<file path="src/rtl/eis_pkg.sv">
package eis_pkg;

    localparam int REG_IDX_W = 3;

    typedef enum logic [REG_IDX_W-1:0] {
        REG_BLOCK = 3'd0,
        REG_SPARE = 3'd1,
        REG_MSTAT = 3'd2,
        REG_RAW   = 3'd3,
        REG_CLEAR = 3'd4,
        REG_POL   = 3'd5,
        REG_MODE  = 3'd6,
        REG_SWSET = 3'd7
    } reg_idx_e;

    typedef struct packed {
        logic edge_mode;
        logic act_high;
    } sense_cfg_t;

    // Returns 1 when the line presents a request in this cycle.
    function automatic logic sense_hit(sense_cfg_t cfg, logic cur, logic prev);
        logic act_now;
        logic act_before;
        act_now    = cfg.act_high ? cur  : ~cur;
        act_before = cfg.act_high ? prev : ~prev;
        return cfg.edge_mode ? (act_now & ~act_before) : act_now;
    endfunction

endpackage

</file>
<file path="src/rtl/eis_sync.sv">
module eis_sync #(
    parameter int WIDTH = 32
) (
    input  logic             clk,
    input  logic             rst,
    input  logic [WIDTH-1:0] async_in,
    output logic [WIDTH-1:0] sync_out,
    output logic [WIDTH-1:0] sync_prev
);

    logic [WIDTH-1:0] stage1;
    logic [WIDTH-1:0] stage2;
    logic [WIDTH-1:0] stage3;

    always_ff @(posedge clk) begin
        if (rst) begin
            stage1 <= '0;
            stage2 <= '0;
            stage3 <= '0;
        end else begin
            stage1 <= async_in;
            stage2 <= stage1;
            stage3 <= stage2;
        end
    end

    assign sync_out  = stage2;
    assign sync_prev = stage3;

endmodule

</file>
<file path="src/rtl/eis_line.sv">
module eis_line
    import eis_pkg::*;
(
    input  logic       clk,
    input  logic       rst,
    input  sense_cfg_t cfg,
    input  logic       cur,
    input  logic       prev,
    input  logic       clr,
    input  logic       sw_set,
    output logic       req
);

    logic set_now;

    assign set_now = sense_hit(cfg, cur, prev) | sw_set;

    always_ff @(posedge clk) begin
        if (rst) begin
            req <= 1'b0;
        end else begin
            req <= set_now | (req & ~clr);
        end
    end

    assert_clear_empties_R6: assert property (@(posedge clk) disable iff (rst)
        (clr && !set_now) |=> !req);

    assert_set_beats_clear_R9: assert property (@(posedge clk) disable iff (rst)
        set_now |=> req);

    assert_request_sticky_R8: assert property (@(posedge clk) disable iff (rst)
        (req && !clr) |=> req);

endmodule

</file>
<file path="src/rtl/eis_regs.sv">
module eis_regs
    import eis_pkg::*;
#(
    parameter int NUM_LINES = 32
) (
    input  logic                 clk,
    input  logic                 rst,
    input  logic [REG_IDX_W-1:0] addr,
    input  logic                 we,
    input  logic [NUM_LINES-1:0] wdata,
    input  logic [NUM_LINES-1:0] raw,
    output logic [NUM_LINES-1:0] rdata,
    output logic [NUM_LINES-1:0] block_q,
    output logic [NUM_LINES-1:0] pol_q,
    output logic [NUM_LINES-1:0] mode_q,
    output logic [NUM_LINES-1:0] clr_pulse,
    output logic [NUM_LINES-1:0] sw_pulse
);

    logic [NUM_LINES-1:0] spare_q;
    reg_idx_e             idx;

    assign idx = reg_idx_e'(addr);

    always_ff @(posedge clk) begin
        if (rst) begin
            block_q <= '1;
            spare_q <= '0;
            pol_q   <= '0;
            mode_q  <= '0;
        end else if (we) begin
            case (idx)
                REG_BLOCK: block_q <= wdata;
                REG_SPARE: spare_q <= wdata;
                REG_POL:   pol_q   <= wdata;
                REG_MODE:  mode_q  <= wdata;
                default:   ;
            endcase
        end
    end

    assign clr_pulse = (we && idx == REG_CLEAR) ? wdata : '0;
    assign sw_pulse  = (we && idx == REG_SWSET) ? wdata : '0;

    always_comb begin
        case (idx)
            REG_BLOCK: rdata = block_q;
            REG_SPARE: rdata = spare_q;
            REG_MSTAT: rdata = raw & ~block_q;
            REG_RAW:   rdata = raw;
            REG_POL:   rdata = pol_q;
            REG_MODE:  rdata = mode_q;
            default:   rdata = '0;
        endcase
    end

    assert_block_write_R2: assert property (@(posedge clk) disable iff (rst)
        (we && idx == REG_BLOCK) |=> block_q == $past(wdata));

    assert_reset_blocked_R1: assert property (@(posedge clk)
        rst |=> (block_q == '1 && pol_q == '0 && mode_q == '0));

endmodule

</file>
<file path="src/rtl/ext_irq_sense.sv">
module ext_irq_sense
    import eis_pkg::*;
#(
    parameter int NUM_LINES = 32
) (
    input  logic                 clk,
    input  logic                 rst,
    input  logic [REG_IDX_W-1:0] bus_addr,
    input  logic                 bus_we,
    input  logic [NUM_LINES-1:0] bus_wdata,
    output logic [NUM_LINES-1:0] bus_rdata,
    input  logic [NUM_LINES-1:0] irq_in,
    output logic [NUM_LINES-1:0] irq_out
);

    logic [NUM_LINES-1:0] sync_cur;
    logic [NUM_LINES-1:0] sync_prev;
    logic [NUM_LINES-1:0] raw_req;
    logic [NUM_LINES-1:0] block_q;
    logic [NUM_LINES-1:0] pol_q;
    logic [NUM_LINES-1:0] mode_q;
    logic [NUM_LINES-1:0] clr_pulse;
    logic [NUM_LINES-1:0] sw_pulse;

    eis_sync #(.WIDTH(NUM_LINES)) u_sync (
        .clk       (clk),
        .rst       (rst),
        .async_in  (irq_in),
        .sync_out  (sync_cur),
        .sync_prev (sync_prev)
    );

    eis_regs #(.NUM_LINES(NUM_LINES)) u_regs (
        .clk       (clk),
        .rst       (rst),
        .addr      (bus_addr),
        .we        (bus_we),
        .wdata     (bus_wdata),
        .raw       (raw_req),
        .rdata     (bus_rdata),
        .block_q   (block_q),
        .pol_q     (pol_q),
        .mode_q    (mode_q),
        .clr_pulse (clr_pulse),
        .sw_pulse  (sw_pulse)
    );

    for (genvar i = 0; i < NUM_LINES; i++) begin : g_line
        sense_cfg_t cfg;
        assign cfg.edge_mode = mode_q[i];
        assign cfg.act_high  = pol_q[i];

        eis_line u_line (
            .clk    (clk),
            .rst    (rst),
            .cfg    (cfg),
            .cur    (sync_cur[i]),
            .prev   (sync_prev[i]),
            .clr    (clr_pulse[i]),
            .sw_set (sw_pulse[i]),
            .req    (raw_req[i])
        );
    end

    assign irq_out = raw_req & ~block_q;

    assert_blocked_quiet_R7: assert property (@(posedge clk) disable iff (rst)
        (irq_out & block_q) == '0);

    assert_reset_idle_R1: assert property (@(posedge clk)
        rst |=> (raw_req == '0 && irq_out == '0));

endmodule

</file>
<file path="config.mk">
export PLATFORM = sky130hd
export DESIGN_NAME = ext_irq_sense
export DESIGN_NICKNAME = d
export VERILOG_FILES = /design/src/rtl/eis_pkg.sv /design/src/rtl/eis_sync.sv /design/src/rtl/eis_line.sv /design/src/rtl/eis_regs.sv /design/src/rtl/ext_irq_sense.sv
export SDC_FILE = /design/constraint.sdc
export NUM_CORES = 1
export LEC_CHECK = 0
export BUFFER_PORTS_ARGS = -buffer_cell sky130_fd_sc_hd__buf_2
export CORE_MARGIN = 3
export CORE_UTILIZATION = 50
export DETAILED_ROUTE_END_ITERATION = 10
export GPL_TIMING_DRIVEN = 0
export PLACE_DENSITY = 0.66
export SLEW_MARGIN = 25
export SYNTH_ARGS = -nofsm -noshare
export SYNTH_HDL_FRONTEND = slang
export SYNTH_SLANG_ARGS = --single-unit
</file>
<file path="constraint.sdc">
create_clock -name clk -period 2.31 [get_ports clk]
set_input_delay 0.3465 -clock clk [delete_from_list [all_inputs] [get_ports clk]]
set_output_delay 0.3465 -clock clk [all_outputs]
set_load 0.005 [all_outputs]
</file>
==> results.cfg, run 1 <==
[synth]
syn_area_um2 = 10900
synth_edf_count = 0
synth_top_flop_cell = dfxtp_1
synth_area_per_cell_um2 = 8.28
synthCells = 1315
synth_seq_area_share = 0.471
synthArstFlopShare = 0
ys_warn_count = 0
synth_fp_nets = 1385
synth_seq_cells = 256
ys_types = 36

[place]
gp_congestion = 0.905
dp_slack_ns = -0.349
hpwl_mm = 23.5
port_buffers = 132

[final_layout]
layout_commonest_cell = nand2_1
seq_area_um2 = 5120
multiInputGateArea_um2 = 5160
n_fill_cell = 1908
area_growth_pct = 18.5
drive_gt1_frac = 0.163
antenna_cells = 0
layout_common_cells = nand2_1 (274), dfxtp_1 (256), nor2b_1 (162)
fin_nets = 1545

[routing]
routedWlPerCell_um = 20.0
antenna_left = 0
num_vias = 9990
first_pass_iters = 5
initialDrtViolationCount = 791
wl_mm = 35.4
avgViaCountPerCell = 5.65
route.detailed.drc = 0

[clock_tree]
tritoncts = built
clk_latency_ns = 0.54
htreeDepth = 1
cts_buffers = 28
cts.sinks = 256
cts.path.max_buffers = 3
root_buffer = clkbuf_16
path_clk_slew_ns = 0.06

[grt]
grt_usage = 0.289
grt_pass1_wl_mm = 53.8
grt_pass1_vias = 9435
antenna_found_initial = 0
grt_overflow_total = 0
grt_start_max_net_pins = 14

[worst_hold_path]
hold_path.startpoint = irq_in[17]
min_to = u_sync.stage1[17]
hold_class = in -> reg
hold_depth = 2

[worst_setup_path]
crit_path_cell_trace = buf_2 -> buf_2 -> buf_4 -> nand2b_2 -> buf_6 -> o221ai_1 -> a21oi_1 -> buf_2
crit_type = in -> out
path_max_fanout = 10
crit_top_cell = buf_2
cp-end-kind = output port
worst-r2r-setup-slack_ns = 1.38
r2r-end = g_line[0].u_line.req
cpPeakStageDelay_ns = 0.28
required_ns = 1.96
crit_slowest_cell = nand2b_2
crit_arrival_ns = 1.93
crit_path_start = bus_addr[1]
timing.rr.start = u_regs.mode_q[0]
r2r_cells = 3
worstSetupStartpointType = input pin

[outcome]
status = completed

[timing]
fin_ws_ns = 0.0364
finalHoldViolations = 0
skew_ns = 0.0153
max_freq_mhz = 440
tightest_slew_ns = 0.898
relSlewSlack = 0.401
period_needed_ns = 2.27
final_max_slew_viol_count = 0
finalCritPeriodShare = 0.984
rsz0062_at_grt = false
finalSetupViolCount = 0

[pwr]
power_mw = 10.1
irDropWorstVdd_mv = 0.623
p_leak_nw = 4.96
powerDensity_nw_per_um2 = 782

[floorplan]
rows = 53
ioPinCount = 134
start_util = 0.513
coreArea_um2 = 21200
die_w_um = 154
die_area_um2 = 23600
fp.dieH_um = 154

[job]
cap_violations = 0
==> cells by family after synthesis <==
kind of cell	after synthesis	share of synthesized area
compound gates	307	0.184
xor+xnor	10	0.00804
buf+inv	160	0.0596
flops	256	0.471
mux	35	0.0340
simple gates	547	0.244
==> worst max-delay path, delay by kind of cell <==
family                 cells  cell delay [ns]
buffers and inverters      5             0.92
AND/OR/NAND/NOR            1             0.28
AO/OA/AOI/OAI              2             0.37
==> cell usage after synthesis (19+ instances only) <==
cell,number,area [um2]
nand2_1,274,1030
dfxtp_1,256,5120
nor2b_1,163,1020
a21oi_1,106,531
inv_1,68,255
o21ai_0,64,320
clkbuf_1,49,184
nor2_1,40,150
buf_2,36,180
a211o_1,32,280
a41oi_1,32,280
nand3_1,32,160
nand2b_1,22,138
mux2i_1,19,190
==> flip-flops by register name, summed over array words and instances, names as in the netlist <==
name               count
u_sync.sync_out       32
u_regs.pol_q          32
u_regs.spare_q        32
u_regs.block_q        32
g_line.u_line.req     32
u_regs.mode_q         32
u_sync.sync_prev      32
u_sync.stage1         32
==> stage by stage <==
stage	hold slack [ns]	utilization	cell area [um2]	cells	TNS, ns
3_5_place_dp	0.420	0.560	11900	1722	-6.60
2_1_floorplan	0.414	-	10900	1315	0
6_report	0.00660	0.608	12900	1769	0
4_1_cts	0.00815	0.607	12900	1770	-0.00925
5_1_grt	0.0153	0.608	12900	1769	0
3_3_place_gp	0.416	0.560	11900	1722	-6.82
==> metal layers <==
| metal | track usage | routed length, um | up-vias |
|---|---|---|---|
| met5 | 0 | 0 | - |
| met3 | 0.0456 | 3000 | 70 |
| met1 | 0.393 | 15100 | 4700 |
| li1 | - | - | 4757 |
| met2 | 0.471 | 16200 | 463 |
| met4 | 0.0997 | 1010 | 0 |
==> power by group <==
group | internal, mW | switching [mW] | leakage, nW
clock network | 2.65 | 1.80 | 0.454
registers | 4.58 | 0.110 | 2.10
logic | 0.374 | 0.572 | 2.41
total | 7.61 | 2.48 | 4.96
==> how the worst max path moves through the flow <==
| stage | to | slack [ns] | depth (start not counted) |
|---|---|---|---|
| floorplan | bus_rdata[7] | 0.58 | 5 |
| global placement | bus_rdata[0] | -0.38 | 7 |
| detailed placement | bus_rdata[0] | -0.35 | 7 |
| CTS | bus_rdata[0] | -0.008 | 7 |
| global route | bus_rdata[6] | 0.009 | 8 |
| finish | bus_rdata[6] | 0.04 | 8 |
==> what timing repair did <==
action	CTS	global route
hold buffers	0	0
hold endpoints to repair	0	0
buffers inserted	0	0
gates resized for setup	31	8
setup endpoints to repair	32	26
==> area by class of cell <==
cell class / count / area share
Tap cell: 275 / 0.0267
Buffer: 89 / 0.0340
Clock buffer: 44 / 0.0668
Inverter: 69 / 0.0202
Multi-Input combinational cell: 899 / 0.400
Sequential cell: 256 / 0.397
Clock inverter: 5 / 0.00417
Timing Repair Buffer: 132 / 0.0514
Note: power is estimated with default switching activity, not from simulation.
==> run 2: changes to the inputs <==
- clock period: 2.31 -> 2.8 ns (I/O delays scaled with it)
==> run 2 against run 1 <==
Against the previous run: cell count is 0.11% higher; sequential share of layout area is 0.26 points higher; die area stayed put; setup slack worse by 0.017 ns; flip-flop and latch count stayed put; worst hold slack better by 0.075 ns; design area is 0.66% lower; largest power group unchanged; highest routed layer unchanged.
==> results.cfg, run 2 (synthesis results as in run 1) <==
[final_layout]
antenna_cells = 0
n_fill_cell = 1920
fin_nets = 1547
stdcell_count = 1771
area_growth_pct = 17.8
layout_commonest_cell = nand2_1
drive_gt1_frac = 0.154
fin_util = 0.604
layout_common_cells = nand2_1 (274), dfxtp_1 (256), buf_2 (165)

[place]
gp_congestion = 0.905
place_inst = 1722
port_buffers = 132
hpwl_mm = 23.5

[clock_tree]
cts.sinks = 256
htreeDepth = 1
clk_latency_ns = 0.54
path_clk_slew_ns = 0.06
tritoncts = built
cts_buffers = 28
cts.path.max_buffers = 3
cts_hold_buffers = 0
root_buffer = clkbuf_16

[timing]
finalCritPeriodShare = 0.993
relSlewSlack = 0.388
final_max_slew_viol_count = 0
skew_ns = 0.0140
finalSetupViolCount = 0
rsz0062_at_grt = false
period_needed_ns = 2.78
tightest_slew_ns = 0.918
max_freq_mhz = 360
finalHoldViolations = 0

[floorplan]
die_w_um = 154
start_util = 0.513
ioPinCount = 134
fp.dieH_um = 154
rows = 53
coreArea_um2 = 21200
die_area_um2 = 23600

[routing]
wl_mm = 35.4
avgViaCountPerCell = 5.68
antenna_left = 0
num_vias = 10058
route.detailed.drc = 0
first_pass_iters = 6
initialDrtViolationCount = 830
routedWlPerCell_um = 20.0

[pwr]
irDropWorstVdd_mv = 0.497
p_leak_nw = 4.92
powerDensity_nw_per_um2 = 648

[grt]
grt_pass1_wl_mm = 53.7
grt_usage = 0.288
grt_overflow_total = 0
grt_start_max_net_pins = 14
grt_pass1_vias = 9446
antenna_found_initial = 0

[job]
cap_violations = 0

[worst_setup_path]
path_max_fanout = 10
cp-end-kind = output port
worst-r2r-setup-slack_ns = 1.87
crit_type = in -> out
crit_arrival_ns = 2.36
worstSetupStartpointType = input pin
required_ns = 2.38

[worst_hold_path]
hold_class = in -> reg

[outcome]
status = completed
==> run 2: path summary, 6_finish.rpt <==
kind,startpoint,end,cells after the start
max,bus_addr[1],bus_rdata[6],8
min,irq_in[17],u_sync.stage1[17],2
max reg2reg,u_regs.mode_q[11],g_line[11].u_line.req,3
min reg2reg,u_sync.stage1[18],u_sync.sync_out[18],1
==> run 2: timing repair <==
action / in CTS / in global routing
endpoints found under the setup margin: 1 / 8
resized for setup: 1 / 5
setup buffers: 0 / 0
cloned: 0 / 0
==> run 2: cell type report <==
cell class	count	area [um2]	area share
Sequential cell	256	5120	0.400
Buffer	91	400	0.0312
Multi-Input combinational cell	899	5110	0.399
Inverter	69	259	0.0202
Timing Repair Buffer	132	661	0.0515
Clock inverter	5	53.8	0.00420
Clock buffer	44	862	0.0672
Tap cell	275	344	0.0268
==> run 2: metrics by stage <==
| step | hold slack (ns) | setup slack [ns] | cell area [um2] | total power, mW | setup TNS (ns) |
|---|---|---|---|---|---|
| after floorplan | 0.414 | 0.920 | 10900 | 4.36 | 0 |
| after global placement | 0.416 | -0.0330 | 11900 | 4.68 | -0.0330 |
| after detailed placement | 0.420 | -0.00574 | 11900 | 4.70 | -0.00574 |
| after CTS | 0.0816 | 0.0135 | 12800 | 8.30 | 0 |
| after global routing | 0.0888 | 0.00670 | 12800 | 8.56 | 0 |
| final | 0.0815 | 0.0193 | 12800 | 8.30 | 0 |
==> run 2: critical path: stages <==
cell      delay (ns)
buf_2           0.13
buf_2           0.17
buf_2           0.20
nor2b_1         0.13
buf_1           0.67
a221oi_1        0.23
a21oi_1         0.25
buf_2           0.16
==> run 2: report_power, final <==
part           total, mW  switching, mW  internal [mW]  leakage [nW]
registers           3.87         0.0904           3.78          2.10
clock network       3.67           1.48           2.19         0.454
logic              0.764          0.467          0.297          2.37
==> run 2: layer usage <==
layer  vias up  GRT usage  part of all wire
met2       469      0.472              0.45
met1      4729      0.389              0.42
met3        92     0.0476             0.090
met5         -          0                 0
met4         0     0.0984             0.034
li1       4768          -                 -
